[src/rtl/mdio_mgmt_pkg.sv]
`timescale 1ns/1ps
package mdio_mgmt_pkg;
  typedef enum logic [2:0] {
    ST_IDLE, ST_START, ST_HDR, ST_TA_RD, ST_TA_WR, ST_RD, ST_WR
  } mdio_state_e;

  localparam logic [1:0] OPC_READ  = 2'b10;
  localparam logic [1:0] OPC_WRITE = 2'b01;

  function automatic logic op_is_read(input logic [1:0] op);
    return op == OPC_READ;
  endfunction

  function automatic logic op_is_write(input logic [1:0] op);
    return op == OPC_WRITE;
  endfunction

  function automatic int max_of(input int a, input int b);
    return (a > b) ? a : b;
  endfunction
endpackage

[src/rtl/mdio_rx_shifter.sv]
`timescale 1ns/1ps
module mdio_rx_shifter #(
  parameter int W = 16
) (
  input  logic         clk,
  input  logic         en,
  input  logic         din,
  output logic [W-1:0] nxt
);
  logic [W-1:0] q;

  assign nxt = {q[W-2:0], din};

  always_ff @(posedge clk) begin
    if (en) q <= nxt;
  end
endmodule

[src/rtl/mdio_tx_shifter.sv]
`timescale 1ns/1ps
module mdio_tx_shifter #(
  parameter int W = 16
) (
  input  logic         clk,
  input  logic         rst,
  input  logic         load,
  input  logic         shift,
  input  logic [W-1:0] din,
  output logic         msb
);
  logic [W-1:0] q;

  assign msb = q[W-1];

  always_ff @(posedge clk) begin
    if (rst)        q <= '0;
    else if (load)  q <= din;
    else if (shift) q <= {q[W-2:0], 1'b0};
  end
endmodule

[src/rtl/mdio_frame_fsm.sv]
`timescale 1ns/1ps
module mdio_frame_fsm
  import mdio_mgmt_pkg::*;
#(
  parameter int HDR_W  = 12,
  parameter int TA_W   = 2,
  parameter int DATA_W = 16
) (
  input  logic        clk,
  input  logic        rst,
  input  logic        mdio_i,
  input  logic [1:0]  hdr_op,
  output mdio_state_e state,
  output logic        hdr_done,
  output logic        ta_last,
  output logic        data_last
);
  localparam int CNT_MAX = max_of(max_of(HDR_W, DATA_W), TA_W);
  localparam int CNT_W   = $clog2(CNT_MAX);

  logic [CNT_W-1:0] cnt;
  mdio_state_e      nxt_state;

  assign hdr_done  = (state == ST_HDR) && (cnt == CNT_W'(HDR_W - 1));
  assign ta_last   = ((state == ST_TA_RD) || (state == ST_TA_WR)) && (cnt == CNT_W'(TA_W - 1));
  assign data_last = ((state == ST_RD) || (state == ST_WR)) && (cnt == CNT_W'(DATA_W - 1));

  always_comb begin
    nxt_state = state;
    unique case (state)
      ST_IDLE:  if (!mdio_i) nxt_state = ST_START;
      ST_START: if (mdio_i)  nxt_state = ST_HDR;
      ST_HDR:   if (hdr_done) begin
        if (op_is_read(hdr_op))       nxt_state = ST_TA_RD;
        else if (op_is_write(hdr_op)) nxt_state = ST_TA_WR;
        else                          nxt_state = ST_IDLE;
      end
      ST_TA_RD: if (ta_last) nxt_state = ST_RD;
      ST_TA_WR: if (ta_last) nxt_state = ST_WR;
      ST_RD, ST_WR: if (data_last) nxt_state = ST_IDLE;
      default:  nxt_state = ST_IDLE;
    endcase
  end

  always_ff @(posedge clk) begin
    if (rst) begin
      state <= ST_IDLE;
      cnt   <= '0;
    end else begin
      state <= nxt_state;
      if (nxt_state != state) cnt <= '0;
      else if (state inside {ST_HDR, ST_TA_RD, ST_TA_WR, ST_RD, ST_WR}) cnt <= cnt + 1'b1;
    end
  end

  // a low bit seen while idle arms the slave
  p_arm_on_low_r2: assert property (@(posedge clk) disable iff (rst)
    (state == ST_IDLE && !mdio_i) |=> (state == ST_START));

  // an unknown opcode abandons the frame
  p_bad_op_idle_r4: assert property (@(posedge clk) disable iff (rst)
    (hdr_done && !op_is_read(hdr_op) && !op_is_write(hdr_op)) |=> (state == ST_IDLE));
endmodule

[src/rtl/mdio_mgmt_slave.sv]
`timescale 1ns/1ps
module mdio_mgmt_slave
  import mdio_mgmt_pkg::*;
#(
  parameter int PHY_AW = 5,
  parameter int REG_AW = 5,
  parameter int DATA_W = 16,
  parameter int TA_W   = 2
) (
  input  logic              clk,
  input  logic              rst,
  input  logic              mdio_i,
  output logic              mdio_o,
  output logic              mdio_oe,
  output logic [REG_AW-1:0] reg_addr,
  output logic [DATA_W-1:0] wr_data,
  output logic              wr_stb,
  output logic              rd_stb,
  input  logic [DATA_W-1:0] rd_data
);
  localparam int OP_W  = 2;
  localparam int HDR_W = OP_W + PHY_AW + REG_AW;
  localparam int SR_W  = max_of(HDR_W, DATA_W);

  mdio_state_e     state;
  logic            hdr_done, ta_last, data_last;
  logic [SR_W-1:0] rx_nxt;
  logic [1:0]      hdr_op;
  logic            tx_msb;
  logic            rx_en;

  assign hdr_op = rx_nxt[HDR_W-1 -: OP_W];
  assign rx_en  = (state == ST_HDR) || (state == ST_WR);

  mdio_frame_fsm #(.HDR_W(HDR_W), .TA_W(TA_W), .DATA_W(DATA_W)) u_fsm (
    .clk(clk), .rst(rst), .mdio_i(mdio_i), .hdr_op(hdr_op),
    .state(state), .hdr_done(hdr_done), .ta_last(ta_last), .data_last(data_last)
  );

  mdio_rx_shifter #(.W(SR_W)) u_rx (
    .clk(clk), .en(rx_en), .din(mdio_i), .nxt(rx_nxt)
  );

  assign rd_stb = (state == ST_TA_RD) && ta_last;

  mdio_tx_shifter #(.W(DATA_W)) u_tx (
    .clk(clk), .rst(rst), .load(rd_stb), .shift(state == ST_RD),
    .din(rd_data), .msb(tx_msb)
  );

  assign mdio_oe = (state == ST_TA_RD) || (state == ST_RD);
  assign mdio_o  = (state == ST_RD) ? tx_msb : 1'b0;

  always_ff @(posedge clk) begin
    if (rst) begin
      reg_addr <= '0;
      wr_data  <= '0;
      wr_stb   <= 1'b0;
    end else begin
      if (hdr_done) reg_addr <= rx_nxt[REG_AW-1:0];
      wr_stb <= (state == ST_WR) && data_last;
      if ((state == ST_WR) && data_last) wr_data <= rx_nxt[DATA_W-1:0];
    end
  end

  // the drive starts right after the header and starts low
  p_oe_rise_r5: assert property (@(posedge clk) disable iff (rst)
    $rose(mdio_oe) |-> ($past(hdr_done) && !mdio_o));

  // the fetch is followed by data drive with a steady address
  p_fetch_then_drive_r6: assert property (@(posedge clk) disable iff (rst)
    rd_stb |=> (mdio_oe && $stable(reg_addr) && !rd_stb));

  // the drive ends after the last read bit
  p_rd_end_r7: assert property (@(posedge clk) disable iff (rst)
    (data_last && state == ST_RD) |=> !mdio_oe);

  // the write strobe is a single pulse following the last data bit
  p_wr_pulse_r8: assert property (@(posedge clk) disable iff (rst)
    wr_stb |=> !wr_stb);
  p_wr_source_r8: assert property (@(posedge clk) disable iff (rst)
    wr_stb |-> $past(data_last && state == ST_WR));

  // a write never enables the output
  p_no_drive_on_write_r9: assert property (@(posedge clk) disable iff (rst)
    wr_stb |-> !mdio_oe);
endmodule

[config.mk]
export PLATFORM = sky130hd
export DESIGN_NAME = mdio_mgmt_slave
export DESIGN_NICKNAME = d
export VERILOG_FILES = /design/src/rtl/mdio_mgmt_pkg.sv /design/src/rtl/mdio_rx_shifter.sv /design/src/rtl/mdio_tx_shifter.sv /design/src/rtl/mdio_frame_fsm.sv /design/src/rtl/mdio_mgmt_slave.sv
export SDC_FILE = /design/constraint.sdc
export NUM_CORES = 1
export LEC_CHECK = 0
export CAP_MARGIN = 15
export CORE_MARGIN = 2
export CORE_UTILIZATION = 56
export DETAILED_ROUTE_END_ITERATION = 7
export PLACE_DENSITY = 0.84
export REMOVE_ABC_BUFFERS = 1
export SLEW_MARGIN = 20
export SYNTH_ARGS = -nofsm -noshare
export SYNTH_HDL_FRONTEND = slang
export SYNTH_SLANG_ARGS = --single-unit
[constraint.sdc]
create_clock -name clk -period 3.15 [get_ports clk]
set_clock_uncertainty 0.05 [all_clocks]
set_input_delay 0.63 -clock clk [delete_from_list [all_inputs] [get_ports clk]]
set_output_delay 0.63 -clock clk [all_outputs]
set_load 0.05 [all_outputs]
==> After elaboration in Yosys (flattened, before gate mapping) <==
Index checks and enable logic that the tools add are counted.
{ "word_totals": {"ff_bits": 60, "output_inout_bits": 25} }
{ "classes": {"eq_ne": 12, "muxes": 12, "reduce_logical": 14, "n_addsub": 1} }
{ "ops": {"columns": ["op", "n"], "rows": [
  ["16-bit two-way mux", 2],
  ["3-bit two-way mux", 8],
  ["3-bit one-hot mux with 6 select lines", 1],
  ["3-bit equality test (second input constant)", 3],
  ["4-bit equality test (second input constant)", 2],
  ["3-bit by 2-bit equality test with 1-bit output (second input constant)", 2],
  ["1-bit logical AND", 5],
  ["5-bit nonzero test", 1],
  ["4-bit by 1-bit adder with 4-bit output (second input constant)", 1],
  ["4-bit by 1-bit equality test with 1-bit output (second input constant)", 1],
  ["1-bit logical OR", 4],
  ["2-bit OR reduction", 2],
  ["3-bit by 1-bit equality test with 1-bit output (second input constant)", 1],
  ["3-bit zero test", 1],
  ["3-bit inequality test", 1],
  ["2-bit by 1-bit equality test with 1-bit output (second input constant)", 1],
  ["2-bit equality test (second input constant)", 1],
  ["2-bit nonzero test", 1],
  ["1-bit two-way mux", 1]
]} }

==> Longest topological paths before layout <==
Gate-level depths: netlist of run 1.
{ "logic_depth": {"word_depth": 7, "mapped_depth": 8, "depth_no_buf": 7} }

==> By module <==
Synthesis of run 1 repeated with hierarchy kept, for this count alone.
{ "unflattened": {"hier_cells": 262, "hier_area_um2": 2846.5} }
{ "by_module_without_submodules": {"columns": ["mod", "cells_per_inst", "area_each_um2", "instances"], "rows": [
  ["mdio_mgmt_slave", 96, 983.4, 1],
  ["mdio_tx_shifter", 71, 764.5, 1],
  ["mdio_frame_fsm", 79, 640.6, 1],
  ["mdio_rx_shifter", 16, 457.9, 1]
]} }

==> Worst setup path before layout of run 1 <==
Ideal clock, no wire load.
{ "synth_path": {"path_kind": "flip-flop to output port", "startpoint": "reg u_fsm.state[1]", "endpoint": "out mdio_o", "t_arrival_ps": 1645, "required_time_ps": 2470, "path_slack_ps": 825, "stages_incl_launch_ff": 6, "cell_sequence": "dfxtp_1 buf_4 nand3b_1 buf_4 buf_2 nor2_1"} }
{ "synth_via": {"elab_chain_cells": 2} }
{ "synth_lines": {"columns": ["item", "line_no", "source"], "rows": [
  ["start, declared", "mdio_frame_fsm.sv:13", "output mdio_state_e state,"],
  ["start signal, assigned", "mdio_frame_fsm.sv:50", "state <= nxt_state;"],
  ["3-bit equality test", "mdio_mgmt_slave.sv:52", "assign mdio_o = (state == ST_RD) ? tx_msb : 1'b0;"],
  ["1-bit two-way mux", "mdio_mgmt_slave.sv:52", null],
  ["end, declared", "mdio_mgmt_slave.sv:13", "output logic mdio_o,"]
]} }
No other way between the ends.

==> Worst setup path after layout of run 1 <==
{ "layout_path": {"startpoint": "reg u_fsm.state[2]", "endpoint": "out mdio_oe"} }
{ "layout_via": {"elab_chain_cells": 2, "word_cells_on_any_way": 3, "cone_classes": "2 x eq/ne; 1 x reduce/logical"} }
{ "layout_lines": {"columns": ["item", "line_no", "source"], "rows": [
  ["3-bit by 2-bit equality test with 1-bit output / 3-bit equality test (equally long branches)", "mdio_mgmt_slave.sv:51", "assign mdio_oe = (state == ST_TA_RD) || (state == ST_RD);"],
  ["1-bit logical OR (*)", "mdio_mgmt_slave.sv:51", null],
  ["end, declared", "mdio_mgmt_slave.sv:14", "output logic mdio_oe,"]
]} }
Every way passes the cells marked *; elsewhere a longest branch is shown, timed or not.

==> impl_metrics.toml, run 1 <==
[final_layout]
flow.area_growth_from_synthesis_pct = 25.20
final_layout_size_suffix_gt1_share_pct = 8.251
fin_nets = 321
postLayoutCellArea_um2 = 3171
antenna_cells_inserted = 0

[job]
max-cap-violations = 0

[sta]
fmax_ghz = 0.3514
slew-limit-headroom_pct = 57.56
final.min_clock_period_ns = 2.846
setup_slack_after_layout_ns = 0.3041
slew_at_the_pin_closest_to_its_max_slew_limit_ns = 0.6347
final_setup_vio_count = 0
hold_violations = 0
fin_hold_ws_ns = 0.4011
setup_repair_after_global_routing_missed_its_margin = "no"
timing.final.crit_share_pct = 90.34
setup_tns_ns = 0
report.final.slew_viol_count = 0

[worst_hold_path]
hp-start = "u_rx.q[5]$_DFFE_PP_"
min-delay-path-class = "flip-flop to flip-flop"
hold_path_endpoint = "u_rx.q[6]$_DFFE_PP_"
worst_hold_path_depth = 0

[synth]
post_synth.cell_area_avg_um2 = 9.854
yosys_register_bits = 60
synth_top_cells_by_count = "45 x sky130_fd_sc_hd__dfxtp_1, 37 x sky130_fd_sc_hd__nand2_1, 28 x sky130_fd_sc_hd__nor2_1, 22 x sky130_fd_sc_hd__mux2i_1, 20 x sky130_fd_sc_hd__a21oi_1"
synth_top_area_share_pct = 35.57
post-synth-top-area-cell = "sky130_fd_sc_hd__dfxtp_1"
synth_enable_flop_cells = 15
synth.yosys.seq_area_share_pct = 53.36
ys.warnings.count = 0
ys.flop_type = "sky130_fd_sc_hd__dfxtp_1"
synth.top_cells.by_area = "sky130_fd_sc_hd__dfxtp_1 36%, sky130_fd_sc_hd__edfxtp_1 18%, sky130_fd_sc_hd__mux2i_1 8.7%, sky130_fd_sc_hd__nand2_1 5.5%, sky130_fd_sc_hd__a211oi_1 4.4%"
async_reset_ff_share_pct = 0
yosysUniqueCellTypes = 42
netlist_area_um2 = 2532
yosys.cell_count.top_type = "sky130_fd_sc_hd__dfxtp_1"
netlist_instances = 257

[placement]
place_congestion = 0.8167
placement.io_buffers = 43
dp_slack_ns = 0.6971
dpl-instance-area_um2 = 2992
half_perimeter_wire_length_after_detailed_placement_um = 3177

[pwr]
vdd_drop_max_uv = 264.4
cellPowerDensity_nw_per_um2 = 475.4
leakage_nw = 1.240

[drt]
highest_layer_used_for_signal_routing = "met4"
met3_length_um = 306
wirelength_um = 4913
vias_per_cell = 5.558
drc_errors = 0
post_drt_wl_per_cell_um = 13.84
drt_iter0_drc = 113
detail-route-antenna-nets = 0
vias = 1973
routedLengthMet1_um = 2256
met2WireLength_um = 2272
first_pass_iters = 4

[worst_setup_path]
timing.reg2reg.worst_path_depth = 7
max_stage_delay_ns = 0.80
path_cells = "xor2_1, and2_1, clkdlybuf4s50_1"
timing.reg2reg.setup_slack_ns = 0.71
worstReg2RegEnd = "u_fsm.cnt[0]$_SDFFE_PP0P_"
crit_required_ns = 2.47
critPathLaunchType = "flip-flop"
timing.critical_path.arrival_ns = 2.17
timing.critical_path.fanout_max = 18
timing.critical_path.from = "u_fsm.state[2]$_SDFF_PP0_"
worstReg2RegStart = "u_fsm.state[2]$_SDFF_PP0_"
critPathCaptureType = "output pin"
cp_max_delay_cell = "sky130_fd_sc_hd__clkdlybuf4s50_1"
cpLargestDelayFamily = "buffers and inverters"
crit_buf_inv = 1
worst-setup-path-type = "flip-flop to output pin"

[clocking]
cts.clk_slew.worst_paths_ns = 0.07
cts_setup_buffers = 0
worst_skew_pair.late_latency_ns = 0.33
cts.sinks = 60
cts_tree = "built"
numCtsBuffers = 9
clockRootBuffer = "sky130_fd_sc_hd__clkbuf_8"
clock_tree.htree_level_count = 3
cts_repair_resize_count = 0
ctsLongestPathBuffers = 2
hold_buffers = 0

[floorplan]
std_cell_rows = 24
die_area_um2 = 5076
design.portCount = 44
dieHeight_um = 71.25
die_width_um = 71.25
core_area_um2 = 4354
starting_density_of_the_core_pct = 58.16

[global_route]
grt_start_max_net_pins = 32
grt.total_usage_pct = 20.56
grt_first_pass_wirelength_um = 8059
global_route.overflow_total = 0
grt_pass1_vias = 1796
grt_antenna_before_repair = 0

[outcome]
status = "completed"
[worst reg2reg max path, cell delays in order, from the launching register on]
cell	delay [ns]
sky130_fd_sc_hd__dfxtp_1	0.70
sky130_fd_sc_hd__inv_1	0.29
sky130_fd_sc_hd__ha_1	0.28
sky130_fd_sc_hd__nor2_1	0.27
sky130_fd_sc_hd__nor3_1	0.08
sky130_fd_sc_hd__a221o_1	0.38
sky130_fd_sc_hd__nor2_1	0.18
sky130_fd_sc_hd__nor4_1	0.08
[kinds of logic after synthesis]
kind of cell	share of synthesized area, %
AO/OA/AOI/OAI	12.45
XOR/XNOR	1.384
adder cells (fa/ha/maj)	2.372
buffers and inverters	4.446
flip-flops	53.36
multiplexers	8.696
AND/OR/NAND/NOR	17.29
[per-layer routing]
metal	vias up	GRT usage [%]
li1	981	-
met1	913	27.17
met2	71	31.17
met3	8	5.063
met4	0	11.32
met5	-	0
[power by group]
group	switching, mW	leakage [nW]	internal (mW)
clock network	0.291	0.0927	0.326
registers	0.0117	0.499	0.800
logic	0.0396	0.649	0.0385
total	0.343	1.24	1.16
[stage by stage]
stage | std cells | total power, mW | util [%]
after floorplan | 240 | 0.8615 | -
after global placement | 339 | 0.9033 | 68.71
after detailed placement | 339 | 0.9058 | 68.71
after CTS | 355 | 1.523 | 72.82
after global routing | 355 | 1.561 | 72.82
final | 355 | 1.507 | 72.82
[sequential cells by signal, summed over array words and instances, names as in the netlist]
| name | cells |
|---|---|
| u_fsm.state | 3 |
| u_fsm.cnt | 4 |
| reg_addr | 5 |
| wr_stb | 1 |
| u_rx.q | 15 |
| wr_data | 16 |
| u_tx.q | 16 |
[worst max-delay path by stage]
stage	to	slack (ns)	depth (start not counted)
4_1_cts	mdio_oe	0.31	3
6_report	mdio_oe	0.30	3
3_3_place_gp	mdio_oe	0.73	3
2_1_floorplan	mdio_o	0.34	2
3_5_place_dp	mdio_oe	0.70	3
5_1_grt	mdio_oe	0.22	3
[layout make-up]
class                           instances  area [um^2]
Inverter                                7        26.28
Multi-Input combinational cell        173         1069
Tap cell                               52        65.06
Fill cell                             303         1184
Clock buffer                           12        155.1
Timing Repair Buffer                   47        480.5
Sequential cell                        60         1351
Clock inverter                          4        23.77
[cell usage in the layout, fill, tap and decap left out, drive strengths merged, types with 3 or more instances in the layout]
master,Yosys,layout
nand2b,3,3
nor2,28,28
a21oi,20,20
ha,4,4
edfxtp,15,15
nor4,4,4
inv,6,7
nor2b,3,3
a211oi,15,15
clkinv,1,3
buf,7,6
nand2,37,37
dfxtp,45,45
nor3,4,4
clkdlybuf4s50,0,41
nand3,4,4
clkbuf,10,12
mux2i,22,22
No activity file was read; power rests on OpenSTA's default activity.
==> run 2: changes to the inputs <==
Settings changed: PLACE_DENSITY 0.84 to 0.86, SLEW_MARGIN 20 to 10.
==> run 2 against run 1 <==
Final area up 2.1%. Largest cell class unchanged. Highest routed layer unchanged. Die area unchanged. Critical endpoint unchanged. Global-route usage increased by 1.4 points. Clock power rose by 33%.
==> impl_metrics.toml, run 2 (synthesized netlist as in run 1, its figures left out) <==
[global_route]
grt_first_pass_wirelength_um = 8659
grt_antenna_before_repair = 0
grt_start_max_net_pins = 40
grt.total_usage_pct = 21.98
global_route.overflow_total = 0
grt_pass1_vias = 1945

[sta]
fin_hold_ws_ns = 0.4025
setup_tns_ns = 0
final.min_clock_period_ns = 2.826
final_setup_vio_count = 0
slew_at_the_pin_closest_to_its_max_slew_limit_ns = 0.6783
setup_repair_after_global_routing_missed_its_margin = "no"
fmax_ghz = 0.3539
timing.final.crit_share_pct = 89.70
slew-limit-headroom_pct = 54.65
report.final.slew_viol_count = 0
hold_violations = 0

[drt]
first_pass_iters = 5
post_drt_wl_per_cell_um = 14.47
drc_errors = 0
vias = 1990
detail-route-antenna-nets = 0
wirelength_um = 5138
vias_per_cell = 5.606
drt_iter0_drc = 117

[floorplan]
core_area_um2 = 4354
design.portCount = 44
std_cell_rows = 24
die_area_um2 = 5076
dieHeight_um = 71.25
starting_density_of_the_core_pct = 58.16
die_width_um = 71.25

[placement]
dpl-instance-area_um2 = 2992
place_congestion = 0.8025
placement.io_buffers = 43
half_perimeter_wire_length_after_detailed_placement_um = 3270

[clocking]
cts_tree = "built"
clock_tree.htree_level_count = 3
numCtsBuffers = 9
clockRootBuffer = "sky130_fd_sc_hd__clkbuf_8"
worst_skew_pair.late_latency_ns = 0.33
cts_setup_buffers = 0
cts_repair_resize_count = 0
ctsLongestPathBuffers = 2
cts.sinks = 60
hold_buffers = 0
cts.clk_slew.worst_paths_ns = 0.07

[worst_setup_path]
crit_required_ns = 2.47
critPathCaptureType = "output pin"
timing.critical_path.arrival_ns = 2.15
timing.critical_path.fanout_max = 18
critPathLaunchType = "flip-flop"
worst-setup-path-type = "flip-flop to output pin"

[final_layout]
final_layout_size_suffix_gt1_share_pct = 8.251
flow.area_growth_from_synthesis_pct = 27.77
layout_top_registers = "u_tx.q x16, wr_data x16, u_rx.q x15"
layout.cells.most_common_list = "45 x sky130_fd_sc_hd__dfxtp_1, 41 x sky130_fd_sc_hd__clkdlybuf4s50_1, 37 x sky130_fd_sc_hd__nand2_1, 28 x sky130_fd_sc_hd__nor2_1, 22 x sky130_fd_sc_hd__mux2i_1"
multiInputGateArea_um2 = 1069
final-seq-area_um2 = 1351
fin_nets = 321
antenna_cells_inserted = 0
layout.cells.most_common = "sky130_fd_sc_hd__dfxtp_1"
layout.filler_cells = 301
postLayoutCellArea_um2 = 3236

[pwr]
cellPowerDensity_nw_per_um2 = 529.6
vdd_drop_max_uv = 424.7
leakage_nw = 1.270

[job]
max-cap-violations = 0

[worst_hold_path]
min-delay-path-class = "flip-flop to flip-flop"

[outcome]
status = "completed"
[run 2: metrics by stage]
| step | instances | setup slack [ns] | util, % | power, mW |
|---|---|---|---|---|
| floorplan | 240 | 0.3409 | - | 0.8615 |
| global placement | 339 | 0.7263 | 68.71 | 0.9035 |
| detailed placement | 339 | 0.7059 | 68.71 | 0.9058 |
| CTS | 355 | 0.3191 | 74.31 | 1.721 |
| global route | 355 | 0.2252 | 74.31 | 1.762 |
| finish | 355 | 0.3244 | 74.31 | 1.714 |
[run 2: where the power goes]
| group | internal, mW | switching [mW] | leakage [nW] |
|---|---|---|---|
| combinational | 0.0385 | 0.0412 | 0.649 |
| sequential | 0.800 | 0.0116 | 0.499 |
| clock | 0.515 | 0.307 | 0.122 |
[run 2: worst paths after layout]
| check | startpoint | to | slack (ns) | cells past startpoint |
|---|---|---|---|---|
| max | u_fsm.state[2]$_SDFF_PP0_ | mdio_oe | 0.32 | 3 |
| min | u_rx.q[11]$_DFFE_PP_ | u_rx.q[12]$_DFFE_PP_ | 0.40 | 0 |
| max reg2reg | u_fsm.state[2]$_SDFF_PP0_ | u_fsm.cnt[3]$_SDFFE_PP0P_ | 0.66 | 7 |
| min reg2reg | u_rx.q[11]$_DFFE_PP_ | u_rx.q[12]$_DFFE_PP_ | 0.40 | 0 |
[run 2: per-layer routing]
metal	vias up	routed length (um)	global-route usage, %
li1	980	-	-
met1	933	2283	28.12
met2	65	2470	34.98
met3	12	290	4.923
met4	0	94	11.53
met5	-	0	0
[run 2: layout make-up]
type | instances | share of cell area (%)
Timing Repair Buffer | 47 | 14.85
Inverter | 7 | 0.8121
Multi-Input combinational cell | 173 | 33.02
Tap cell | 52 | 2.011
Clock buffer | 11 | 5.027
Sequential cell | 60 | 41.76
Clock inverter | 5 | 2.514
[run 2: critical path: stages, from the launching register on]
cell	delay (ns)
sky130_fd_sc_hd__dfxtp_1	0.68
sky130_fd_sc_hd__xor2_1	0.18
sky130_fd_sc_hd__and2_1	0.15
sky130_fd_sc_hd__clkdlybuf4s50_1	0.80
==> run 3: changes to the inputs <==
Clock period 3.15 ns to 3.43 ns, I/O delays scaled along.
==> run 3 against run 2 <==
Worst setup slack improved by 0.21 ns. Non-clock buffer count did not move. Final area fell by 2.9%. Clock power fell by 32%. Flip-flop and latch count did not move. Total power fell by 20%. Clock-buffer cell count fell by 2. Critical path depth did not move. First-iteration DRC count rose by 11%. Die area did not move.
==> impl_metrics.toml, run 3 (synthesized netlist as in run 1, its figures left out) <==
[drt]
vias = 1941
vias_per_cell = 5.468
detail-route-antenna-nets = 0
drc_errors = 0
post_drt_wl_per_cell_um = 13.88
drt_iter0_drc = 130
wirelength_um = 4926
first_pass_iters = 4

[sta]
hold_violations = 0
final.min_clock_period_ns = 2.894
final_setup_vio_count = 0
setup_tns_ns = 0
fmax_ghz = 0.3455
slew-limit-headroom_pct = 55.01
timing.final.crit_share_pct = 84.38
report.final.slew_viol_count = 0
setup_repair_after_global_routing_missed_its_margin = "no"
setup_slack_after_layout_ns = 0.5358
slew_at_the_pin_closest_to_its_max_slew_limit_ns = 0.6730

[floorplan]
starting_density_of_the_core_pct = 58.16
core_area_um2 = 4354
std_cell_rows = 24
die_width_um = 71.25
design.portCount = 44
die_area_um2 = 5076
dieHeight_um = 71.25

[worst_hold_path]
hold_path_endpoint = "wr_data[10]$_SDFFE_PP0P_"
worst_hold_path_depth = 2
hp-start = "wr_data[10]$_SDFFE_PP0P_"
min-delay-path-class = "flip-flop to flip-flop"

[worst_setup_path]
critPathLaunchType = "flip-flop"
timing.critical_path.arrival_ns = 2.16
worst-setup-path-type = "flip-flop to output pin"
crit_required_ns = 2.69
timing.reg2reg.setup_slack_ns = 0.96
timing.critical_path.from = "u_fsm.state[2]$_SDFF_PP0_"
timing.critical_path.fanout_max = 18
critPathCaptureType = "output pin"
timing.reg2reg.worst_path_depth = 7
worstReg2RegEnd = "u_fsm.cnt[0]$_SDFFE_PP0P_"
worstReg2RegStart = "u_fsm.state[2]$_SDFF_PP0_"

[clocking]
numCtsBuffers = 9
cts_setup_buffers = 0
cts_tree = "built"
clock_tree.htree_level_count = 3
worst_skew_pair.late_latency_ns = 0.33
cts.clk_slew.worst_paths_ns = 0.07
hold_buffers = 0
cts_repair_resize_count = 0
clockRootBuffer = "sky130_fd_sc_hd__clkbuf_8"
cts.sinks = 60
ctsLongestPathBuffers = 2

[global_route]
global_route.overflow_total = 0
grt_antenna_before_repair = 0
grt.total_usage_pct = 21.18
grt_pass1_vias = 1826
grt_first_pass_wirelength_um = 8307
grt_start_max_net_pins = 40

[final_layout]
final-seq-area_um2 = 1351
layout_top_registers = "u_tx.q x16, wr_data x16, u_rx.q x15"
antenna_cells_inserted = 0
fin_nets = 321
layout.filler_cells = 332
multiInputGateArea_um2 = 1069
layout.cells.most_common_list = "45 x sky130_fd_sc_hd__dfxtp_1, 41 x sky130_fd_sc_hd__clkdlybuf4s50_1, 37 x sky130_fd_sc_hd__nand2_1, 28 x sky130_fd_sc_hd__nor2_1, 22 x sky130_fd_sc_hd__mux2i_1"
layout.cells.most_common = "sky130_fd_sc_hd__dfxtp_1"
final_layout_size_suffix_gt1_share_pct = 8.581
flow.area_growth_from_synthesis_pct = 24.06

[placement]
half_perimeter_wire_length_after_detailed_placement_um = 3211
dp_slack_ns = 0.9230
place_congestion = 0.8686
placement.io_buffers = 43

[pwr]
total_power_mw = 1.375
vdd_drop_max_uv = 283.3
cellPowerDensity_nw_per_um2 = 437.6
leakage_nw = 1.228

[job]
max-cap-violations = 0

[outcome]
status = "completed"
-- run 3: changes by cell type in the layout (fill, tap and decap cells not counted) --
cell	change
sky130_fd_sc_hd__buf_12	-2
sky130_fd_sc_hd__buf_4	+2
sky130_fd_sc_hd__bufinv_16	-2
sky130_fd_sc_hd__clkbuf_16	-1
sky130_fd_sc_hd__clkbuf_8	-1
sky130_fd_sc_hd__clkinv_1	-1
sky130_fd_sc_hd__clkinv_2	+2
sky130_fd_sc_hd__clkinv_4	-1
sky130_fd_sc_hd__clkinvlp_4	+2
sky130_fd_sc_hd__inv_6	+2
-- run 3: metrics by stage --
stage | instance area, um^2 | instances | hold WS, ns | util [%]
2_1_floorplan | 2446 | 240 | 0.3762 | -
3_3_place_gp | 2967 | 339 | 0.3835 | 68.13
6_report | 3142 | 355 | 0.4048 | 72.16
5_1_grt | 3142 | 355 | 0.4191 | 72.16
4_1_cts | 3142 | 355 | 0.4051 | 72.16
3_5_place_dp | 2967 | 339 | 0.3882 | 68.13
-- run 3: how the worst max path moves through the flow --
stage	endpoint	slack, ns	cells after the start
after floorplan	mdio_o	0.56	2
after global placement	mdio_oe	0.95	3
after detailed placement	mdio_oe	0.92	3
after CTS	mdio_oe	0.55	3
after global routing	mdio_oe	0.46	3
final	mdio_oe	0.54	3
-- run 3: cell type report --
| type | count | area share (%) |
|---|---|---|
| inverter | 7 | 0.8363 |
| sequential | 60 | 43.01 |
| timing repair buffer | 47 | 14.50 |
| clock inverter | 7 | 1.633 |
| tap | 52 | 2.071 |
| clock buffer | 9 | 3.943 |
| multi-input combinational | 173 | 34.01 |
-- run 3: critical path, cell delays in order (launching register included) --
cell                              delay, ns
sky130_fd_sc_hd__dfxtp_1               0.69
sky130_fd_sc_hd__xor2_1                0.19
sky130_fd_sc_hd__and2_1                0.15
sky130_fd_sc_hd__clkdlybuf4s50_1       0.80
-- run 3: power breakdown --
part           leakage [nW]  total, mW  switching, mW  internal, mW
Clock                0.0860      0.557          0.292         0.265
Combinational         0.644     0.0730         0.0375        0.0355
Sequential            0.499      0.745         0.0101         0.735
Total                  1.23       1.37          0.340          1.03
-- run 3: layer usage --
layer	global-route usage [%]	vias up	wire length, um	part of all wire [%]
met4	11.11	0	94	1.9
met1	27.49	888	2277	46
met2	32.30	59	2261	46
met3	6.048	10	293	5.9
met5	0	-	0	0
li1	-	984	-	-
